## config.mk

```make
export PLATFORM = sky130hd
export DESIGN_NAME = byte_lane_guard
export DESIGN_NICKNAME = d
export VERILOG_FILES = /design/src/rtl/lane_guard_pkg.sv /design/src/rtl/lane_guard_ctrl.sv /design/src/rtl/lane_guard_dp.sv /design/src/rtl/byte_lane_guard.sv
export SDC_FILE = /design/constraint.sdc
export NUM_CORES = 1
export LEC_CHECK = 0
export ABC_AREA = 1
export ABC_CLOCK_PERIOD_IN_PS = 6150
export BUFFER_PORTS_ARGS = -buffer_cell sky130_fd_sc_hd__buf_2
export CORE_UTILIZATION = 48
export CTS_BUF_LIST = sky130_fd_sc_hd__clkbuf_4
export CTS_CLUSTER_DIAMETER = 60
export DETAILED_ROUTE_END_ITERATION = 16
export GPL_ROUTABILITY_DRIVEN = 0
export GPL_TIMING_DRIVEN = 0
export HOLD_SLACK_MARGIN = 0.15
export PLACE_DENSITY = 0.95
export SLEW_MARGIN = 20
export SYNTH_ARGS = -nofsm -noshare
export SYNTH_HDL_FRONTEND = slang
export SYNTH_HIERARCHICAL = 1
export SYNTH_SLANG_ARGS = --single-unit
```

## constraint.sdc

```tcl
create_clock -name clk -period 6.15 [get_ports clk]
set_clock_uncertainty 0.05 [all_clocks]
set_input_delay 0.3075 -clock clk [delete_from_list [all_inputs] [get_ports clk]]
set_output_delay 0.3075 -clock clk [all_outputs]
set_load 0.01 [all_outputs]
```

## src/rtl/lane_guard_pkg.sv

```systemverilog
package lane_guard_pkg;

  localparam int unsigned DATA_W = 32;
  localparam int unsigned LANES  = DATA_W / 8;
  localparam int unsigned LANE_W = $clog2(LANES);

  typedef enum logic [1:0] {
    SZ_BYTE = 2'b00,
    SZ_HALF = 2'b01,
    SZ_FULL = 2'b10,
    SZ_RSVD = 2'b11
  } accSize_e;

  // strobes from control to datapath
  typedef struct packed {
    logic wrGo;       // perform a legal write
    logic rdGo;       // perform a legal read
    logic rdCapture;  // any read request: latch lane and width
    logic rdZero;     // read request was refused
  } laneStrobe_t;

endpackage

```

## src/rtl/lane_guard_ctrl.sv

```systemverilog
module lane_guard_ctrl
  import lane_guard_pkg::*;
#(
  parameter int unsigned ADDR_W    = 24,
  parameter int unsigned MEM_BYTES = 65536
) (
  input  logic              clk,
  input  logic              rstN,
  input  logic              reqValid,
  input  logic              reqWrite,
  input  logic [1:0]        reqSize,
  input  logic [ADDR_W-1:0] reqAddr,
  output laneStrobe_t       strobe,
  output logic              trap,
  output logic              rdValid
);

  localparam int unsigned EXT_W = ADDR_W + 1;
  localparam logic [EXT_W-1:0] MEM_LIMIT = EXT_W'(MEM_BYTES);

  accSize_e          sizeCode;
  logic [2:0]        nBytes;
  logic              misAligned;
  logic [EXT_W-1:0]  endAddr;
  logic              outOfRange;
  logic              refused;
  logic              rdValidQ;

  assign sizeCode = accSize_e'(reqSize);

  always_comb begin
    nBytes     = 3'd1;
    misAligned = 1'b0;
    unique case (sizeCode)
      SZ_BYTE: nBytes = 3'd1;
      SZ_HALF: begin
        nBytes     = 3'd2;
        misAligned = reqAddr[0];
      end
      SZ_FULL: begin
        nBytes     = 3'd4;
        misAligned = |reqAddr[1:0];
      end
      default: begin
        nBytes     = 3'd1;
        misAligned = 1'b1;
      end
    endcase
  end

  // one past the highest touched byte; compare against the implemented size
  assign endAddr    = {1'b0, reqAddr} + EXT_W'(nBytes);
  assign outOfRange = endAddr > MEM_LIMIT;
  assign refused    = misAligned | outOfRange;

  assign trap = reqValid & refused;

  always_comb begin
    strobe           = '0;
    strobe.wrGo      = reqValid & reqWrite & ~refused;
    strobe.rdGo      = reqValid & ~reqWrite & ~refused;
    strobe.rdCapture = reqValid & ~reqWrite;
    strobe.rdZero    = reqValid & ~reqWrite & refused;
  end

  always_ff @(posedge clk) begin
    if (!rstN) begin
      rdValidQ <= 1'b0;
    end else begin
      rdValidQ <= strobe.rdCapture;
    end
  end

  assign rdValid = rdValidQ;

endmodule

```

## src/rtl/lane_guard_dp.sv

```systemverilog
module lane_guard_dp
  import lane_guard_pkg::*;
(
  input  logic              clk,
  input  logic              rstN,
  input  laneStrobe_t       strobe,
  input  logic [1:0]        reqSize,
  input  logic [LANE_W-1:0] laneOfs,
  input  logic [DATA_W-1:0] reqWdata,
  input  logic [DATA_W-1:0] ramRdata,
  output logic [LANES-1:0]  ramWe,
  output logic              ramRe,
  output logic [DATA_W-1:0] ramWdata,
  output logic [DATA_W-1:0] rdData
);

  accSize_e          sizeCode;
  logic [DATA_W-1:0] wrMasked;
  logic [LANES-1:0]  laneHit;

  accSize_e          sizeQ;
  logic [LANE_W-1:0] ofsQ;
  logic              zeroQ;
  logic [DATA_W-1:0] rdShifted;

  assign sizeCode = accSize_e'(reqSize);

  // per-lane enable decode
  for (genvar lane = 0; lane < LANES; lane++) begin : g_lane
    localparam logic [LANE_W-1:0] LANE_ID = LANE_W'(lane);
    always_comb begin
      unique case (sizeCode)
        SZ_BYTE: laneHit[lane] = (laneOfs == LANE_ID);
        SZ_HALF: laneHit[lane] = (laneOfs[LANE_W-1] == LANE_ID[LANE_W-1]);
        SZ_FULL: laneHit[lane] = 1'b1;
        default: laneHit[lane] = 1'b0;
      endcase
    end
  end

  assign ramWe = strobe.wrGo ? laneHit : '0;
  assign ramRe = strobe.rdGo;

  always_comb begin
    unique case (sizeCode)
      SZ_BYTE: wrMasked = {{(DATA_W-8){1'b0}},  reqWdata[7:0]};
      SZ_HALF: wrMasked = {{(DATA_W-16){1'b0}}, reqWdata[15:0]};
      default: wrMasked = reqWdata;
    endcase
  end

  assign ramWdata = wrMasked << {laneOfs, 3'b000};

  // read return: remember lane, width and refusal for the data cycle
  always_ff @(posedge clk) begin
    if (!rstN) begin
      sizeQ <= SZ_BYTE;
      ofsQ  <= '0;
      zeroQ <= 1'b1;
    end else if (strobe.rdCapture) begin
      sizeQ <= sizeCode;
      ofsQ  <= laneOfs;
      zeroQ <= strobe.rdZero;
    end
  end

  assign rdShifted = ramRdata >> {ofsQ, 3'b000};

  always_comb begin
    if (zeroQ) begin
      rdData = '0;
    end else begin
      unique case (sizeQ)
        SZ_BYTE: rdData = {{(DATA_W-8){1'b0}},  rdShifted[7:0]};
        SZ_HALF: rdData = {{(DATA_W-16){1'b0}}, rdShifted[15:0]};
        default: rdData = rdShifted;
      endcase
    end
  end

endmodule

```

## src/rtl/byte_lane_guard.sv

```systemverilog
module byte_lane_guard
  import lane_guard_pkg::*;
#(
  parameter int unsigned ADDR_W    = 24,
  parameter int unsigned MEM_BYTES = 65536
) (
  input  logic              clk,
  input  logic              rstN,
  input  logic              reqValid,
  input  logic              reqWrite,
  input  logic [1:0]        reqSize,
  input  logic [ADDR_W-1:0] reqAddr,
  input  logic [31:0]       reqWdata,
  output logic              trap,
  output logic [ADDR_W-3:0] ramAddr,
  output logic [3:0]        ramWe,
  output logic              ramRe,
  output logic [31:0]       ramWdata,
  input  logic [31:0]       ramRdata,
  output logic              rdValid,
  output logic [31:0]       rdData
);

  laneStrobe_t strobe;

  assign ramAddr = reqAddr[ADDR_W-1:LANE_W];

  lane_guard_ctrl #(
    .ADDR_W   (ADDR_W),
    .MEM_BYTES(MEM_BYTES)
  ) ctrl_i (
    .clk     (clk),
    .rstN    (rstN),
    .reqValid(reqValid),
    .reqWrite(reqWrite),
    .reqSize (reqSize),
    .reqAddr (reqAddr),
    .strobe  (strobe),
    .trap    (trap),
    .rdValid (rdValid)
  );

  lane_guard_dp dp_i (
    .clk     (clk),
    .rstN    (rstN),
    .strobe  (strobe),
    .reqSize (reqSize),
    .laneOfs (reqAddr[LANE_W-1:0]),
    .reqWdata(reqWdata),
    .ramRdata(ramRdata),
    .ramWe   (ramWe),
    .ramRe   (ramRe),
    .ramWdata(ramWdata),
    .rdData  (rdData)
  );

endmodule

```

==> metrics.md, run 1 <==
| Metric | Value |
|---|---|
| Status | complete, no violations |
| Ys flop type | dfxtp_1 |
| Pint | between 0.15 and 0.2 mW |
| Post_cts resized | 0 |
| Cell mode on critical path | nand2_1 |
| Endpoints failing hold | 0 |
| Largest stage delay, worst path | ~0.42 ns |
| Pre-Repair DR Iteration Count | 7 |
| Number of synthesized register bits | 6 |
| Row cnt | 28 |
| Post-Syn Nets | ~690 |
| Min-Delay Path Class | in -> reg |
| GRT Residual Overflow | 0 |
| Max Cap Viol | 0 |
| Number of synthesized flops with an enable pin | 0 |
| CORE AREA | about 0.0059 mm^2 |
| Finished Layout Cells | 855 |
| Vias in the first global route | between 4000 and 5000 |
| Fillcell total | roughly 560 |
| Nets@finish | a little under 900 |
| Final core occ | 0.674 |
| Area growth, synth to finish | 35.6% |
| Postcts setup bufs | 0 |
| Seq pwr share | 0.128 |
| GRT Total Usage | 0.324 |
| Yosys warns | 6 |
| CTS Buffer Depth | 2 |
| CTS tree | yes |
| Drt initial violations | 397 |
| Switching share of power | 0.497 |
| Via count | about 4600 |
| Port bufs | around 190 |
| Design area | approximately 0.004 mm^2 |
| Register area share after synthesis | 0.0408 |
| Pin count of the biggest net entering global routing | 11 |
| I/O Pins | around 190 |
| Residual DRC count | 0 |
| VDD IR max | around 0.000040 V |
| Most frequent cells in the layout | nand2_1, buf_2, nor2_1 |
| Leakage | 2.38 nW |
| RSZ-0062 raised after global routing | no |
| Die height | 80.3 um |
| WL/cell | 12.4 um |
| Mapped cell area | slightly below 0.003 mm^2 |
| Worst EP arrival | ~3.1 ns |
| Total Power | 0.335 mW |
| Clock Latency Late Sink | approximately 0.24 ns |
| Initial antenna violation count | 0 |
| Critical Path Sink Type | output pin |
| Crit share post-route | 0.568 |
| CTS hold repair buffers | 0 |
| P_sw | between 0.15 and 0.2 mW |
| Crit start category | input pin |
| Combinational power share | 0.768 |
| DIE WIDTH | between 80 and 90 um |
| CP Cell Sequence | buf_2 > inv_1 > ha_1 > ha_1 > fa_1 > nand3_1 > nand2_1 > nand2_1 > nand2_1 > nor2_1 > nand2_1 > nor2_1 > nand2_1 > nor2_1 > nand2_1 > nand2_1 > nand2_1 > nor2_1 > inv_1 > a21oi_1 > buf_2 |
| Diode count | 0 |
| Commonest non-fill, non-tap cell in the layout | nand2_1 |
| CTS H-Tree Depth | 1 |
| Fin crit period | approximately 3.5 ns |
| Buf/Inv on CP | 4 |
| Global-route wire length before repair | around 17000 um |
| Total Die Area | ~0.0064 mm^2 |
| Clk network pwr share | 0.104 |
| Slowest-stage cell, CP | fa_1 |
| Final setup viols | 0 |
| Antenna viol nets, final | 0 |
| Clk pin slew, worst setup/hold paths | ~0.04 ns |
| Fraction of registers with async set/reset | 0 |
| Slew @ Worst Pin | 0.327 ns |
| Syn_area_per_cell | 4.98 um^2 |
| Clk sink count | 6 |
| Cells after Synth | 591 |
| Vias per inst | around 5.3 |
| Placed insts | between 800 and 900 |
| Largest delay share family, worst path | simple AND/OR/NAND/NOR gates |
| CTS Root Buffer Type | clkbuf_4 |
| Pwr/cell area | around 84 mW/mm^2 |
| Routed wire length | around 11000 um |
| Detailed placer's ending HPWL | around 8600 um |
| Post-DP Area | ~0.0040 mm^2 |
| Setup CP Type | in -> out |
| Setup TNS | 0 ns |
| Fmax | 0.286 GHz |
| Layout cells sized above 1 | 0.336 |
| CP required | between 5 and 6 ns |
| Distinct cell type count after synthesis | 30 |
| Max Slew Vio Count | 0 |
| Crit-path max FO | 7 |
| Starting Density | 0.497 |
| CTS buffer count | 3 |
| Relative slew margins | 0.781 |
-- area by class of cell --
type	count	area [um^2]	share of cell area
repair buffers	186	931	0.233
flip-flops and latches	6	120	0.0301
multi-input cells	486	2220	0.557
inverters	51	201	0.0505
well taps	75	93.8	0.0235
plain buffers	48	397	0.0994
clock buffers	3	22.5	0.00565
-- power by group through the flow --
stage                     logic, mW  registers (mW)  clock network, mW
after floorplan               0.156          0.0434                  0
after global placement        0.246          0.0434                  0
after global routing          0.287          0.0430             0.0403
final                         0.258          0.0428             0.0349
after CTS                     0.253          0.0428             0.0371
after detailed placement      0.252          0.0435                  0
-- kinds of logic (layout without fill, tap and decap cells) --
group	after synthesis	after routing	synth area share
and+or+nand+nor	414	414	0.596
buffers and inverters	99	288	0.203
AOI/OAI and AO/OA	60	60	0.111
adders and majority gates	8	8	0.0366
DFF	6	6	0.0408
xor gates and xnor gates	4	4	0.0119
-- state kept, by name, summed over array words and instances (netlist names) --
signal          count
ctrl_i/rdValid      1
dp_i/sizeQ          2
dp_i/zeroQ          1
dp_i/ofsQ           2
-- synth_stat cells, types with 2 or more instances --
master / instances / area [um^2]
inv_1: 44 / 165
a21oi_1: 17 / 85.1
buf_2: 8 / 40.0
nor2_2: 6 / 37.5
o211ai_1: 9 / 67.6
o21ai_1: 9 / 45.0
nor3_1: 2 / 10.0
nand3_1: 62 / 310
dfxtp_1: 6 / 120
ha_1: 7 / 87.6
inv_2: 5 / 18.8
nand4_1: 8 / 50.1
nand2_1: 223 / 837
nand2_2: 3 / 18.8
buf_4: 25 / 188
nand3b_1: 3 / 22.5
xor2_1: 3 / 26.3
nor2_4: 4 / 45.0
inv_6: 2 / 17.5
or2_2: 2 / 12.5
nor2_1: 98 / 368
o21ai_0: 23 / 115
buf_6: 15 / 169
-- layer usage --
metal  vias to the layer above  wire length (um)  GRT usage
met5                         -                 0          0
met4                         0               284      0.179
met3                        47               989     0.0489
met2                       318              5210      0.568
met1                      1957              4090      0.373
li1                       2232                 -          -
-- stage by stage --
step,hold WS [ns],setup WS (ns)
floorplan,0.356,3.29
global placement,0.462,2.73
detailed placement,0.474,2.67
CTS,0.269,2.65
global route,0.267,2.36
finish,0.271,2.66
-- worst paths after layout --
kind                                    start            end  slack [ns]  cells after the start
worst max-delay path               reqSize[0]       ramWe[3]        2.66                     21
worst min register to register  dp_i/sizeQ[0]  dp_i/sizeQ[0]        0.50                      2
worst min-delay path                     rstN     dp_i/zeroQ        0.27                      2
worst max register to register   dp_i/ofsQ[1]   dp_i/ofsQ[1]        5.16                      4
(Power assumes the default switching activity.)
==> run 2: changes to the inputs <==
ABC_AREA = 0   (was 1)
ABC_CLOCK_PERIOD_IN_PS = 3300   (was 6150)
CORE_UTILIZATION = 41   (was 48)
PLACE_DENSITY = 0.91   (was 0.95)
clock period = 3.3 ns   (was 6.15 ns; I/O delays follow)
==> metrics.md, run 2 <==
| Metric | Value |
|---|---|
| Yosys warns | 6 (unchanged) |
| CTS Buffer Depth | 2 (unchanged) |
| Min-Delay Path Class | in -> reg |
| Max Slew Vio Count | 0 (unchanged) |
| Setup CP Type | in -> out |
| Post-Syn Nets | 419 (-40%) |
| Area growth, synth to finish | 47.9% |
| Mapped cell area | 0.00230 mm^2 (-22%) |
| Switching share of power | 0.437 (-0.0593) |
| Pint | 0.302 mW (+79%) |
| Most frequent cells in the layout | buf_2, nor2_1, buf_4, mux2i_1 |
| Clk pin slew, worst setup/hold paths | 0.04 ns (about the same) |
| Combinational power share | 0.736 (-0.032) |
| Fin crit period | 3.15 ns |
| Fraction of registers with async set/reset | 0 (unchanged) |
| Synth top area share | 0.131 (-0.154) |
| Antenna viol nets, final | 0 (unchanged) |
| Final setup viols | 0 (unchanged) |
| Critical Path Sink Type | output pin |
| Top-count cell post-synth | nor2_1 |
| Fillcell total | 473 (-15%) |
| Pre-Repair DR Iteration Count | 4 (-3) |
| CORE AREA | 0.00524 mm^2 (-12%) |
| Register area share after synthesis | 0.0522 (+0.0114) |
| Syn_area_per_cell | 7.25 um^2 (+46%) |
| Fmax | 0.317 GHz |
| Worst EP arrival | 2.94 ns (-0.19 ns) |
| Global-route wire length before repair | 13100 um (-23%) |
| Layout cells sized above 1 | 0.479 (+0.143) |
| Max Cap Viol | 0 (unchanged) |
| Port bufs | 185 (-0.54%) |
| Setup TNS | 0 ns (unchanged) |
| Total Die Area | 0.00591 mm^2 (-8.3%) |
| Nets@finish | 613 (-31%) |
| Status | complete, no violations |
| Distinct cell type count after synthesis | 56 (+87%) |
| I/O Pins | 187 (unchanged) |
| Final core occ | 0.650 (-0.0242) |
| Starting Density | 0.439 (-0.0577) |
| CTS tree | yes |
| Crit share post-route | 0.956 |
| Number of synthesized register bits | 6 (unchanged) |
| Vias per inst | 5.64 (+5.9%) |
| CTS H-Tree Depth | 1 (unchanged) |
| Row cnt | 26 (-7.1%) |
| Diode count | 0 (unchanged) |
| Pin count of the biggest net entering global routing | 12 (+1) |
| Slew @ Worst Pin | 0.731 ns (+0.404 ns) |
| CTS buffer count | 3 (unchanged) |
| CP required | 3.08 ns (-2.71 ns) |
| Via count | 3265 (-28%) |
| Relative slew margins | 0.511 (-0.270) |
| Commonest non-fill, non-tap cell in the layout | buf_2 |
| VDD IR max | 0.0000859 V (+110%) |
| Vias in the first global route | 2944 (-29%) |
| Die height | 76.9 um (-4.2%) |
| Initial antenna violation count | 0 (unchanged) |
| Ys flop type | dfxtp_1 |
| Finished Layout Cells | 579 (-32%) |
| Cells after Synth | 317 (-46%) |
| GRT Residual Overflow | 0 (unchanged) |
| Crit-path max FO | 10 (+3) |
| Clk sink count | 6 (unchanged) |
| Drt initial violations | 103 (-74%) |
| Cell taking the most area after synthesis | mux2i_1 |
| P_sw | 0.235 mW (+41%) |
| WL/cell | 14.6 um (+18%) |
| Crit start category | input pin |
| Clk network pwr share | 0.119 (+0.015) |
| WHS | 0.241 ns (-0.0302 ns) |
| Seq pwr share | 0.145 (+0.017) |
| Largest registers | dp_i/ofsQ x2, dp_i/sizeQ x2 |
| Residual DRC count | 0 (unchanged) |
| Placed insts | 572 (-33%) |
| Detailed placer's ending HPWL | 6790 um (-21%) |
| Synth cell count leaders | nor2_1, mux2i_1, buf_4, and2_1, nor2b_1 |
| Endpoints failing hold | 0 (unchanged) |
| Number of synthesized flops with an enable pin | 0 (unchanged) |
| DIE WIDTH | 76.9 um (-4.2%) |
| Top post-synthesis cells by area | mux2i_1, buf_4, a211oi_1 |
| Total Power | 0.537 mW (+60%) |
| Clock Latency Late Sink | 0.24 ns (about the same) |
| GRT Total Usage | 0.263 (-0.0605) |
| Leakage | 1.77 nW (-26%) |
| CTS Root Buffer Type | clkbuf_4 |
| Routed wire length | 8460 um (-20%) |
| Pwr/cell area | 158 mW/mm^2 (+88%) |
run 2: layout make-up:
| type | instances | area (um^2) | share of cell area |
|---|---|---|---|
| Tap cell | 70 | 87.6 | 0.0257 |
| Buffer | 46 | 302 | 0.0886 |
| Clock buffer | 3 | 22.5 | 0.00662 |
| Sequential cell | 6 | 120 | 0.0353 |
| Timing Repair Buffer | 189 | 961 | 0.282 |
| Multi-Input combinational cell | 258 | 1880 | 0.554 |
| Inverter | 7 | 26.3 | 0.00772 |
run 2: through the flow:
step	instance area [um^2]	worst slack (ns)
detailed placement	3310	-0.0235
finish	3400	0.146
CTS	3350	0.00981
global route	3400	-0.00969
global placement	3310	0.0345
floorplan	2300	0.501
run 2: kinds of logic after synthesis:
logic type,Yosys count,synth area share
xor+xnor,4,0.0152
buf+inv,53,0.143
fa+ha+maj,8,0.0468
mux,30,0.131
flops,6,0.0522
compound gates,96,0.329
simple gates,120,0.283
run 2: critical path, cell delays in order:
cell,delay (ns)
buf_4,0.14
inv_1,0.06
ha_1,0.30
ha_2,0.20
fa_2,0.39
a21o_2,0.25
a311o_1,0.36
o31a_1,0.12
a32oi_2,0.20
a41oi_2,0.17
nor3_2,0.20
nand2_2,0.11
a21oi_1,0.12
buf_2,0.14
run 2: final timing paths:
check	slack [ns]	start	cells past startpoint	to
max	0.15	reqSize[0]	14	ramWe[3]
min	0.24	reqSize[0]	3	dp_i/sizeQ[0]
max reg2reg	2.26	dp_i/zeroQ	3	dp_i/zeroQ
min reg2reg	0.48	dp_i/sizeQ[0]	2	dp_i/sizeQ[0]
run 2: power by group through the flow:
stage	Clock, mW	Sequential (mW)	Combinational, mW
floorplan	0	0.0792	0.220
global placement	0	0.0791	0.372
detailed placement	0	0.0792	0.383
CTS	0.0674	0.0781	0.385
global route	0.0707	0.0783	0.428
finish	0.0641	0.0780	0.395
run 2: layer usage:
layer,routed length [um],GRT usage,part of all wire
met3,575,0.0214,0.068
met1,3360,0.297,0.40
met2,4360,0.502,0.52
met5,0,0,0
met4,170,0.106,0.020
run 2: what timing repair did:
action | CTS | global route
endpoints found under the setup margin | 2 | 5
pin swaps | 1 | 5
hold buffers | 1 | 0
setup buffers | 0 | 3
hold endpoints to repair | 3 | 0
resized for setup | 0 | 9
==> run 3: changes to the inputs <==
ABC_CLOCK_PERIOD_IN_PS = 2800   (was 3300)
BUFFER_PORTS_ARGS = -buffer_cell sky130_fd_sc_hd__buf_4   (was -buffer_cell sky130_fd_sc_hd__buf_2)
CORE_UTILIZATION = 37   (was 41)
PLACE_DENSITY = 0.87   (was 0.91)
clock period = 2.8 ns   (was 3.3 ns; I/O delays follow)
==> metrics.md, run 3 (synthesis results as in run 2) <==
| Metric | Value |
|---|---|
| Crit-path max FO | 6 (-4) |
| Row cnt | 28 (+7.7%) |
| Pin count of the biggest net entering global routing | 11 (-1) |
| CP Cell Sequence | buf_12 > ha_4 > ha_4 > fa_2 > buf_6 > a21o_4 > a311o_1 > o31a_1 > a32oi_2 > a41oi_2 > nor3_2 > nand2_2 > a21oi_2 > buf_4 |
| Die height | 80.8 um (+5.1%) |
| CTS tree | yes |
| Status | finished with violations |
| Vias per inst | 5.54 (-1.8%) |
| Area of the multi-input gates | 0.00193 mm^2 (+2.7%) |
| Via count | 3277 (+0.37%) |
| Pre-Repair DR Iteration Count | 5 (+1) |
| Endpoints failing hold | 0 (unchanged) |
| I/O Pins | 187 (unchanged) |
| Global-route wire length before repair | 14100 um (+7.5%) |
| Leakage | 1.92 nW (+8.8%) |
| Crit start category | input pin |
| Starting Density | 0.386 (-0.0529) |
| GRT Residual Overflow | 0 (unchanged) |
| Buf/Inv on CP | 3 (unchanged) |
| Final core occ | 0.674 (+0.0242) |
| RSZ-0062 raised after global routing | yes |
| Diode count | 0 (unchanged) |
| Flip-flop and latch area | 120 um^2 (unchanged) |
| Max Cap Viol | 0 (unchanged) |
| CP required | 2.61 ns (-0.47 ns) |
| Routed wire length | 9400 um (+11%) |
| CTS Buffer Depth | 2 (unchanged) |
| Nets@finish | 621 (+1.3%) |
| Detailed placer's ending HPWL | 7260 um (+7.0%) |
| Most frequent cells in the layout | buf_4, nor2_1, mux2i_1 |
| CTS buffer count | 3 (unchanged) |
| GRT Total Usage | 0.269 (+0.00527) |
| Setup CP Type | in -> out |
| Fillcell total | 516 (+9.1%) |
| Final WS setup | -0.159 ns (-0.305 ns) |
| Area growth, synth to finish | 74.5% |
| Final setup viols | 5 (+5) |
| Total Power | 0.733 mW (+36%) |
| Cell mode on critical path | ha_4 |
| Clock Latency Late Sink | 0.24 ns (about the same) |
| Max Slew Vio Count | 0 (unchanged) |
| Worst EP arrival | 2.77 ns (-0.17 ns) |
| VDD IR max | 0.0000938 V (+9.2%) |
| Crit share post-route | 1.06 |
| DIE WIDTH | 80.8 um (+5.1%) |
| Setup TNS | -0.559 ns (-0.559 ns) |
| Fmax | ~0.34 GHz |
| Layout cells sized above 1 | 0.503 (+0.0235) |
| Slowest-stage cell, CP | fa_2 |
| Largest delay share family, worst path | compound AO/OA/AOI/OAI gates |
| WL/cell | 15.9 um (+8.7%) |
| CTS H-Tree Depth | 1 (unchanged) |
| Failing checks | negative setup slack |
| Relative slew margins | 0.544 (+0.0329) |
| Critical Path Sink Type | output pin |
| CORE AREA | 0.00596 mm^2 (+14%) |
| Clk pin slew, worst setup/hold paths | 0.04 ns (about the same) |
| Drt initial violations | 115 (+12%) |
| Largest registers | dp_i/ofsQ x2, dp_i/sizeQ x2 |
| Vias in the first global route | 3005 (+2.1%) |
| Clk sink count | 6 (unchanged) |
| Min-Delay Path Class | in -> reg |
| Port bufs | 185 (unchanged) |
| Largest stage delay, worst path | 0.34 ns (-0.05 ns) |
| CTS Root Buffer Type | clkbuf_4 |
| Commonest non-fill, non-tap cell in the layout | buf_4 |
| Initial antenna violation count | 0 (unchanged) |
| Pwr/cell area | 183 mW/mm^2 (+16%) |
| Fin crit period | 2.96 ns |
| Antenna viol nets, final | 0 (unchanged) |
| Residual DRC count | 0 (unchanged) |
| Total Die Area | 0.00653 mm^2 (+11%) |
| Slew @ Worst Pin | 0.682 ns (-0.0493 ns) |
[run 3: area by class of cell]
class | count | area share
tap | 75 | 0.0234
clock buffer | 3 | 0.00561
inverter | 7 | 0.00780
sequential | 6 | 0.0299
timing repair buffer | 197 | 0.376
multi-input combinational | 258 | 0.482
buffer | 46 | 0.0751
[run 3: layer usage]
| layer | vias up | track usage | part of all wire | wire length [um] |
|---|---|---|---|---|
| met3 | 14 | 0.0303 | 0.081 | 761 |
| met1 | 1525 | 0.299 | 0.37 | 3490 |
| met5 | - | 0 | 0 | 0 |
| met2 | 177 | 0.512 | 0.53 | 4970 |
| met4 | 0 | 0.107 | 0.019 | 179 |
| li1 | 1561 | - | - | - |
[run 3: repair_timing]
| action | in CTS | in global routing |
|---|---|---|
| hold buffers | 1 | 0 |
| hold endpoints to repair | 6 | 0 |
| pin swaps | 13 | 13 |
| setup endpoints to repair | 6 | 6 |
| resized for setup | 19 | 7 |
| buffers inserted | 7 | 4 |
[run 3: worst reg2reg max path, delay by kind of cell (launching register included)]
family / cells / cell delay (ns)
multiplexers: 1 / 0.14
flip-flops: 1 / 0.31
buffers and inverters: 1 / 0.40
AND/OR/NAND/NOR: 1 / 0.08
[run 3: path summary, 6_finish.rpt]
kind | from | to | slack, ns | depth (start not counted)
min | reqValid | ctrl_i/rdValid | 0.27 | 4
min reg2reg | dp_i/sizeQ[0] | dp_i/sizeQ[0] | 0.47 | 2
max | reqSize[1] | ramWe[3] | -0.16 | 14
max reg2reg | dp_i/zeroQ | dp_i/zeroQ | 1.76 | 3
[run 3: where the power goes]
part	leakage [nW]	internal (mW)	switching [mW]
Clock	0.0138	0.0484	0.0297
Sequential	0.0492	0.0901	0.00175
Combinational	1.86	0.301	0.262
[run 3: per-stage QoR]
stage	hold WS [ns]	area, um^2	instances	worst slack [ns]
finish	0.267	4010	592	-0.159
global route	0.284	4010	592	-0.247
CTS	0.228	3960	588	-0.219
detailed placement	0.298	3780	577	-0.424
global placement	0.287	3780	577	-0.377
floorplan	0.152	2300	317	0.0515
